## config.mk

```make
export PLATFORM = sky130hd
export DESIGN_NAME = irq_prio_ctrl
export DESIGN_NICKNAME = d
export VERILOG_FILES = /design/src/rtl/irq_pkg.sv /design/src/rtl/irq_ext_front.sv /design/src/rtl/irq_arbiter.sv /design/src/rtl/irq_nest_tracker.sv /design/src/rtl/irq_prio_ctrl.sv
export SDC_FILE = /design/constraint.sdc
export NUM_CORES = 1
export LEC_CHECK = 0
export CORE_MARGIN = 2
export CORE_UTILIZATION = 32
export CTS_CLUSTER_DIAMETER = 120
export CTS_CLUSTER_SIZE = 12
export DETAILED_ROUTE_END_ITERATION = 6
export DONT_BUFFER_PORTS = 1
export SLEW_MARGIN = 20
export SYNTH_ARGS = -nofsm -noshare
export SYNTH_HDL_FRONTEND = slang
export SYNTH_SLANG_ARGS = --single-unit
export TNS_END_PERCENT = 10
```

## constraint.sdc

```tcl
create_clock -name clk -period 17.18 [get_ports clk]
set_clock_uncertainty 0.05 [all_clocks]
set_input_delay 1.718 -clock clk [delete_from_list [all_inputs] [get_ports clk]]
set_output_delay 1.718 -clock clk [all_outputs]
set_load 0.05 [all_outputs]
```

## src/rtl/irq_pkg.sv

```systemverilog
package irq_pkg;
  localparam int NUM_LEVELS = 4;
  typedef logic [1:0] lvl_t;
  typedef logic [NUM_LEVELS-1:0] lvl_mask_t;
endpackage

```

## src/rtl/irq_ext_front.sv

```systemverilog
module irq_ext_front (
  input  logic clk,
  input  logic rst_n,
  input  logic sample_en,
  input  logic pin_n,
  input  logic edge_mode,
  input  logic ack_clr,
  output logic req
);
  logic samp_q;
  logic flag_q;
  logic edge_hit;

  assign edge_hit = sample_en & samp_q & ~pin_n;

  always_ff @(posedge clk or negedge rst_n) begin
    if (!rst_n) begin
      samp_q <= 1'b1;
      flag_q <= 1'b0;
    end else begin
      if (sample_en) samp_q <= pin_n;
      if (!edge_mode)    flag_q <= 1'b0;
      else if (edge_hit) flag_q <= 1'b1;
      else if (ack_clr)  flag_q <= 1'b0;
    end
  end

  assign req = edge_mode ? flag_q : ~samp_q;

  AST_EDGE_ACK_CLEARS: assert property (@(posedge clk) disable iff (!rst_n)
    edge_mode && ack_clr && !edge_hit |=> !flag_q);
  AST_EDGE_SET_WINS: assert property (@(posedge clk) disable iff (!rst_n)
    edge_mode && edge_hit |=> flag_q);
endmodule

```

## src/rtl/irq_arbiter.sv

```systemverilog
module irq_arbiter #(
  parameter int NUM_SRC = 13,
  localparam int IDX_W = $clog2(NUM_SRC)
) (
  input  logic [NUM_SRC-1:0] cand,
  input  logic [NUM_SRC-1:0] lvl_lo,
  input  logic [NUM_SRC-1:0] lvl_hi,
  input  logic               act_any,
  input  irq_pkg::lvl_t      act_lvl,
  output logic               found,
  output logic [IDX_W-1:0]   win_idx,
  output irq_pkg::lvl_t      win_lvl
);
  always_comb begin
    found   = 1'b0;
    win_idx = '0;
    win_lvl = '0;
    for (int i = 0; i < NUM_SRC; i++) begin
      if (cand[i] && (!act_any || ({lvl_hi[i], lvl_lo[i]} > act_lvl))) begin
        if (!found || ({lvl_hi[i], lvl_lo[i]} > win_lvl)) begin
          found   = 1'b1;
          win_idx = IDX_W'(i);
          win_lvl = {lvl_hi[i], lvl_lo[i]};
        end
      end
    end
  end
endmodule

```

## src/rtl/irq_nest_tracker.sv

```systemverilog
module irq_nest_tracker (
  input  logic                clk,
  input  logic                rst_n,
  input  logic                set_en,
  input  irq_pkg::lvl_t       set_lvl,
  input  logic                clr_en,
  output irq_pkg::lvl_mask_t  isv,
  output logic                any,
  output irq_pkg::lvl_t       top_lvl
);
  import irq_pkg::*;
  lvl_mask_t isv_q;
  lvl_mask_t isv_d;

  always_comb begin
    top_lvl = '0;
    for (int l = 0; l < NUM_LEVELS; l++)
      if (isv_q[l]) top_lvl = lvl_t'(l);
  end

  assign any = |isv_q;

  always_comb begin
    isv_d = isv_q;
    if (clr_en && any) isv_d[top_lvl] = 1'b0;
    if (set_en)        isv_d[set_lvl] = 1'b1;
  end

  always_ff @(posedge clk or negedge rst_n) begin
    if (!rst_n) isv_q <= '0;
    else        isv_q <= isv_d;
  end

  assign isv = isv_q;

  AST_ACK_SETS_LEVEL: assert property (@(posedge clk) disable iff (!rst_n)
    set_en |=> isv_q[$past(set_lvl)]);
  AST_RETI_DROPS_ONE: assert property (@(posedge clk) disable iff (!rst_n)
    clr_en && !set_en && any |=> $countones(isv_q) == $countones($past(isv_q)) - 1);
endmodule

```

## src/rtl/irq_prio_ctrl.sv

```systemverilog
module irq_prio_ctrl #(
  parameter int NUM_SRC = 13,
  parameter int NUM_EXT = 2,
  localparam int NUM_INT = NUM_SRC - NUM_EXT,
  localparam int IDX_W = $clog2(NUM_SRC)
) (
  input  logic               clk,
  input  logic               rst_n,
  input  logic               sample_en,
  input  logic [NUM_EXT-1:0] ext_pin_n,
  input  logic [NUM_EXT-1:0] ext_edge_mode,
  input  logic [NUM_INT-1:0] int_req,
  input  logic               global_en,
  input  logic [NUM_SRC-1:0] src_en,
  input  logic [NUM_SRC-1:0] prio_lo,
  input  logic [NUM_SRC-1:0] prio_hi,
  input  logic               boundary,
  output logic               irq_valid,
  output logic [IDX_W-1:0]   irq_idx,
  output logic [1:0]         irq_level,
  input  logic               irq_ack,
  input  logic               reti,
  output logic [3:0]         in_service
);
  import irq_pkg::*;

  logic [NUM_EXT-1:0] ext_req;
  logic [NUM_SRC-1:0] cand;
  logic               ack_fire;
  logic               found;
  logic [IDX_W-1:0]   win_idx;
  lvl_t               win_lvl;
  logic               act_any;
  lvl_t               act_lvl;
  lvl_mask_t          isv;
  logic               valid_q;
  logic [IDX_W-1:0]   idx_q;
  lvl_t               lvl_q;

  assign ack_fire = valid_q & irq_ack;

  for (genvar k = 0; k < NUM_EXT; k++) begin : g_ext
    irq_ext_front u_front (
      .clk       (clk),
      .rst_n     (rst_n),
      .sample_en (sample_en),
      .pin_n     (ext_pin_n[k]),
      .edge_mode (ext_edge_mode[k]),
      .ack_clr   (ack_fire && (idx_q == IDX_W'(k))),
      .req       (ext_req[k])
    );
  end

  assign cand = {int_req, ext_req} & src_en & {NUM_SRC{global_en}};

  irq_nest_tracker u_nest (
    .clk     (clk),
    .rst_n   (rst_n),
    .set_en  (ack_fire),
    .set_lvl (lvl_q),
    .clr_en  (reti),
    .isv     (isv),
    .any     (act_any),
    .top_lvl (act_lvl)
  );

  irq_arbiter #(.NUM_SRC(NUM_SRC)) u_arb (
    .cand    (cand),
    .lvl_lo  (prio_lo),
    .lvl_hi  (prio_hi),
    .act_any (act_any),
    .act_lvl (act_lvl),
    .found   (found),
    .win_idx (win_idx),
    .win_lvl (win_lvl)
  );

  always_ff @(posedge clk or negedge rst_n) begin
    if (!rst_n) begin
      valid_q <= 1'b0;
      idx_q   <= '0;
      lvl_q   <= '0;
    end else if (valid_q) begin
      if (irq_ack) valid_q <= 1'b0;
    end else if (boundary && found) begin
      valid_q <= 1'b1;
      idx_q   <= win_idx;
      lvl_q   <= win_lvl;
    end
  end

  assign irq_valid  = valid_q;
  assign irq_idx    = idx_q;
  assign irq_level  = lvl_q;
  assign in_service = isv;

  AST_OFFER_HELD: assert property (@(posedge clk) disable iff (!rst_n)
    irq_valid && !irq_ack |=> irq_valid && $stable(irq_idx) && $stable(irq_level));
  AST_GRANT_ON_BOUNDARY: assert property (@(posedge clk) disable iff (!rst_n)
    $rose(irq_valid) |-> $past(boundary) && $past(global_en));
  AST_ABOVE_ACTIVE: assert property (@(posedge clk) disable iff (!rst_n)
    irq_valid |-> (in_service >> irq_level) == 4'd0);
  AST_TOP_BLOCKS: assert property (@(posedge clk) disable iff (!rst_n)
    in_service[3] |-> !irq_valid);
endmodule

```

# Word-level counts from Yosys, hierarchy flattened
# Index checks and enable logic that the tools add are counted.
totals:
  wordCells: 209
  out_inout_bits: 11
  register_bits: 15
  in_bits: 61
classes:
  eq_ne: 3
  bitwise: 15
  n_lt_le_gt_ge: 29
  mux: 94
  reduce_logical: 60
ops:
  columns: ["cell", "count"]
  rows:
  - ["2-to-1 mux 4 bit", 25]
  - ["2-to-1 mux 2 bit", 27]
  - ["> comparator 2 bit", 25]
  - ["2-to-1 mux 1 bit", 40]
  - ["AND 13 bit", 2]
  - ["logical OR 1 bit", 25]
  - ["logical AND 1 bit", 19]
  - ["logical NOT 1 bit", 13]
  - ["less-than comparator 2 x 3 -> 1 bit, second input constant", 2]
  - ["!= test 3 x 1 -> 1 bit, second input constant", 2]
  - ["AND 1 bit", 5]
  - ["NOT 1 bit", 5]
  - ["AND 4 bit", 1]
  - ["demux 1 bit (select 2 bit)", 2]
  - ["equality test 4 x 1 -> 1 bit, second input constant", 1]
  - [">= comparator 2 x 1 -> 1 bit, second input constant", 2]
  - ["logical NOT 4 bit", 1]
  - ["NOT 4 bit", 1]
  - ["bitwise OR 4 bit", 1]
  - ["OR reduction 4 bit", 1]
  - ["AND reduction 2 bit", 1]

# Depth between registers and ports, before layout
logic_depth:
  word_depth: 58
  depth_mapped: 91
  depth_no_buf: 91

# Modules after synthesis
# From an unflattened synthesis, not the netlist that was laid out.
hier_totals:
  cells_unflattened: 332
  hier_area_um2: 2776.4
modules_own_cells:
  columns: ["mod", "instances", "cells_per_inst", "area_each_um2"]
  rows:
  - ["irq_arbiter", 1, 261, 2006.9]
  - ["irq_prio_ctrl", 1, 35, 386.6]
  - ["irq_nest_tracker", 1, 20, 192.7]
  - ["irq_ext_front", 2, 8, 95.1]

# Worst setup path after synthesis
# OpenSTA, ideal clock, no wires.
synth_timing:
  path_type: "input port to flip-flop"
  from: "in prio_hi[0]"
  to: "reg lvl_q[1], in the netlist irq_level[1]"
  stages: 79
  required_time_ns: 17.057
  setup_time_ns: 0.073
  path_slack_ns: 1.120
  arrival_ns: 15.937
  cell_sequence: "ha_1 nor2b_1 o21ai_0 a211oi_1 inv_1 ha_1 nor2b_1 o21a_1 a211o_1 a32oi_1 ha_1 nor2b_1 o21a_1 a211oi_1 a2111oi_1 a21o_1 ha_1 nor2b_1 (+43 left out) nor2_1 o211ai_1 nand2_1 o21ai_0 ha_1 inv_1 a21oi_1 a21oi_1 o21ai_0 nor2_1 a41o_1 a21oi_2 inv_1 ha_1 a21oi_1 o21ai_0 mux2_2 a21oi_2"
synth_between:
  elab_chain_cells: 54
synth_rtl:
  columns: ["item", "line", "source"]
  rows:
  - ["from (decl)", "irq_prio_ctrl.sv:16", "input logic [NUM_SRC-1:0] prio_hi,"]
  - ["> comparator 2 bit", "irq_arbiter.sv:19", "if (cand[i] && (!act_any || ({lvl_hi[i], lvl_lo[i]} > act_lvl))) begin"]
  - ["logical OR 1 bit", "irq_arbiter.sv:19", null]
  - ["logical AND 1 bit", "irq_arbiter.sv:19", null]
  - ["2-to-1 mux 2 bit / 2-to-1 mux 1 bit (equally long branches)", "irq_arbiter.sv:19", null]
  - ["> comparator 2 bit / logical NOT 1 bit (equally long branches)", "irq_arbiter.sv:20", "if (!found || ({lvl_hi[i], lvl_lo[i]} > win_lvl)) begin"]
  - ["logical OR 1 bit", "irq_arbiter.sv:20", null]
  - ["2-to-1 mux 2 bit / 2-to-1 mux 1 bit (equally long branches)", "irq_arbiter.sv:20", null]
  - ["2-to-1 mux 2 bit / 2-to-1 mux 1 bit (equally long branches)", "irq_arbiter.sv:19", null]
  - ["(+38 left out)", null, null]
  - ["2-to-1 mux 2 bit / 2-to-1 mux 1 bit (equally long branches)", "irq_arbiter.sv:20", null]
  - ["2-to-1 mux 2 bit / 2-to-1 mux 1 bit (equally long branches)", "irq_arbiter.sv:19", null]
  - ["> comparator 2 bit / logical NOT 1 bit (equally long branches)", "irq_arbiter.sv:20", null]
  - ["logical OR 1 bit", "irq_arbiter.sv:20", null]
  - ["2-to-1 mux 1 bit", "irq_arbiter.sv:20", null]
  - ["2-to-1 mux 1 bit", "irq_arbiter.sv:19", null]
  - ["logical AND 1 bit", "irq_prio_ctrl.sv:85", "end else if (boundary && found) begin"]
  - ["AND reduction 2 bit (no line)", null, null]
  - ["to (signal assigned)", "irq_prio_ctrl.sv:88", "lvl_q <= win_lvl;"]
  - ["to (decl)", "irq_prio_ctrl.sv:38", "lvl_t lvl_q;"]
# Several ways; a longest one is shown, not always the timed one.
# A chain may end at the register's enable or synchronous reset.

# Worst setup path in the final report
# Ends and elaborated chain as after synthesis.

==> impl_metrics.py <==
metrics = {
    "run_status": {
        "status": "finished, final reports clean",
    },
    "synthesis": {
        "yosysTopAreaCell": "ha_1",
        "synthTopCellsByArea": "ha_1 21%, dfrtp_1 12%, o21ai_0 5.0%, nand2_1 4.7%, nor2b_1 4.3%",
        "syn_inst": 356,
        "synth.most_common_cell": "ha_1",
        "syn_avg_cell_area_um2": 7.84,
        "synth_nets": 464,
        "synth_async_sr_flop_share": 1.00,
        "synthFlopType": "dfrtp_1",
        "yosys_warnings": 0,
        "ys_types": 69,
        "synth-edff-count": 0,
        "synth_seq_cells": 15,
        "synth.top_cell.area_share": 0.211,
        "yosys-top-cells-count": "47 x ha_1, 35 x nand2_1, 30 x inv_1",
        "netlist_area_um2": 2790,
        "synth_seq_area_share": 0.135,
    },
    "job": {
        "drv_cap": 0,
    },
    "setup_path": {
        "cp_slowest_cell": "or2_2",
        "max_stage_delay_ps": 390,
        "crit_path_end_kind": "register",
        "crit_path_frequent_cell": "ha_1",
        "cp_max_fo": 7,
        "start_kind": "primary input",
        "critPathKind": "primary input to register",
        "worstPathArrival_ps": 16180,
        "crit_required_ps": 17310,
    },
    "route": {
        "drt-initial-drc-count": 64,
        "dr_wl_met2_mm": 3.77,
        "first_pass_iters": 4,
        "topRoutingLayerUsed": "met4",
        "ant_nets": 0,
        "drc": 0,
        "vias_per_cell": 5.76,
        "drt-total-wl_mm": 7.88,
        "wl_per_cell_um": 16.4,
        "vias": 2766,
        "wl_met1_mm": 3.44,
        "wl_met3_um": 602,
    },
    "placed_design": {
        "place_inst": 466,
        "post-dp-hpwl_mm": 6.33,
        "io_buffer_count": 0,
        "place_congestion": 0.898,
    },
    "timing": {
        "slew_violations": 0,
        "fmax_mhz": 62.3,
        "max_slew_margin": 0.579,
        "fin_crit_sh": 0.934,
        "setup_viol": 0,
        "max_slew.worst_pin.slew_ps": 631,
        "hold_violations": 0,
        "fin_crit_ps": 16050,
    },
    "global_routing": {
        "grt_max_degree": 23,
        "grt.total_usage": 0.158,
        "grt_pass1_vias": 2620,
        "grt_pass1_wl_mm": 12.6,
        "grt_remaining_overflow": 0,
        "antenna_found_initial": 0,
    },
    "clocking": {
        "numCtsBuffers": 3,
        "clkSinkCount": 15,
        "cts_tree": "built",
        "clk_latency_ps": 250,
        "cts_max_level": 1,
        "cts_buffer_depth": 2,
        "cts_hold_buf": 0,
        "clk_pin_slew_ps": 60,
        "cts_root_buf": "clkbuf_8",
    },
    "final_layout": {
        "drive_gt1_frac": 0.175,
        "n_antenna_cell": 0,
        "synthToLayoutAreaGrowth_pct": 12.3,
        "finalNetCount": 481,
        "final_cells": 480,
    },
    "die": {
        "rows": 34,
        "initial_utilization": 0.325,
        "die_x_um": 97.4,
        "ios": 72,
        "dieArea_um2": 9490,
        "die_h_um": 97.4,
        "core-area_um2": 8590,
    },
    "power": {
        "leakage_uw": 0.00139,
        "fin_total_pwr_uw": 475,
        "ir_drop_uv": 50.8,
        "p_per_area_nw_per_um2": 152,
    },
    "worst_hold_path": {
        "holdCritPathClass": "register to register",
    },
}
cells in the final DEF, fill, tap and decap left out, types with 3 or more instances in the layout:
cell type	Yosys	final
a21oi_1	21	20
dfrtp_1	13	13
o31ai_1	6	6
mux2_2	3	3
clkbuf_8	0	3
nor2_1	24	23
nor2b_1	19	19
o21a_1	5	5
o211ai_1	6	6
ha_1	47	47
nand2_1	35	35
inv_1	30	30
a21oi_2	5	6
buf_4	1	15
a211oi_2	1	3
a31oi_1	4	4
nand3_1	18	18
and2_1	3	3
o21ai_0	28	25
a21o_1	8	8
a211o_1	3	3
o22ai_1	4	4
o21ai_1	6	7
cells by family after synthesis:
kind of cell               count (synthesis)  synth area share
AOI/OAI and AO/OA                        134             0.359
adders and majority gates                 47             0.211
muxes                                      7            0.0309
buffers and inverters                     33            0.0489
and+or+nand+nor                          120             0.215
DFF                                       15             0.135
flip-flops by register name, summed over array words and instances, names as in the netlist:
| signal | flops |
|---|---|
| u_nest.isv | 4 |
| g_ext.u_front.flag_q | 2 |
| g_ext.u_front.samp_q | 2 |
| irq_level | 2 |
| irq_idx | 4 |
| irq_valid | 1 |
path summary, 6_finish.rpt:
kind                                                startpoint                                   to  slack, ps  cells after the start
setup / recovery                                    prio_hi[0]             irq_level[1]$_DFFE_PN0P_       1130                     81
hold reg to reg            g_ext[1].u_front.samp_q$_DFFE_PN1P_  g_ext[1].u_front.samp_q$_DFFE_PN1P_        580                      1
hold / removal             g_ext[1].u_front.samp_q$_DFFE_PN1P_  g_ext[1].u_front.samp_q$_DFFE_PN1P_        580                      1
setup reg to reg                       u_nest.isv[2]$_DFF_PN0_             irq_level[1]$_DFFE_PN0P_       1660                     83
max in group asynchronous                                rst_n  g_ext[1].u_front.samp_q$_DFFE_PN1P_      15800                      0
min in group asynchronous                                rst_n               irq_idx[1]$_DFFE_PN0P_       1110                      0
area by class of cell:
| cell class | count | area, um2 |
|---|---|---|
| Tap cell | 108 | 135 |
| Inverter | 30 | 113 |
| Clock buffer | 3 | 41.3 |
| Clock inverter | 1 | 5.00 |
| Timing Repair Buffer | 15 | 113 |
| Sequential cell | 15 | 378 |
| Multi-Input combinational cell | 308 | 2350 |
| Fill cell | 919 | 5460 |
per-layer routing:
| metal | vias to the layer above | global-route usage |
|---|---|---|
| met5 | - | 0 |
| met1 | 1285 | 0.204 |
| met4 | 0 | 0.0256 |
| met3 | 8 | 0.0417 |
| met2 | 99 | 0.269 |
| li1 | 1374 | - |
per-stage QoR:
stage / instance area, um2 / setup TNS (ps) / setup WS (ps) / hold slack (ps) / util
CTS: 2990 / 0 / 121 / 589 / 0.348
detailed placement: 2940 / -759 / -260 / 571 / 0.342
global route: 3140 / -33.8 / -33.8 / 596 / 0.365
floorplan: 2790 / 0 / 1120 / 515 / -
global placement: 2940 / 0 / 96.2 / 542 / 0.342
finish: 3140 / 0 / 1130 / 584 / 0.365
power by group:
| part | switching (uW) | internal, uW | leakage (uW) |
|---|---|---|---|
| logic | 202 | 147 | 0.00118 |
| clock network | 12.2 | 16.1 | 0.0000255 |
| registers | 51.7 | 46.1 | 0.000187 |
worst max-delay path: cells and delay by family:
family / cells / cell delay [ps]
compound gates: 44 / 7590
fa+ha+maj: 13 / 3480
simple gates: 16 / 2170
buf+inv: 6 / 650
mux: 2 / 550
what timing repair did:
action                                 CTS  global route
setup endpoints to repair                1             6
endpoints found under the hold margin    0             0
gates resized for setup                  1            16
pin swaps                                0             8
buffers inserted                         0            10
No activity file was read; power rests on OpenSTA's default activity.
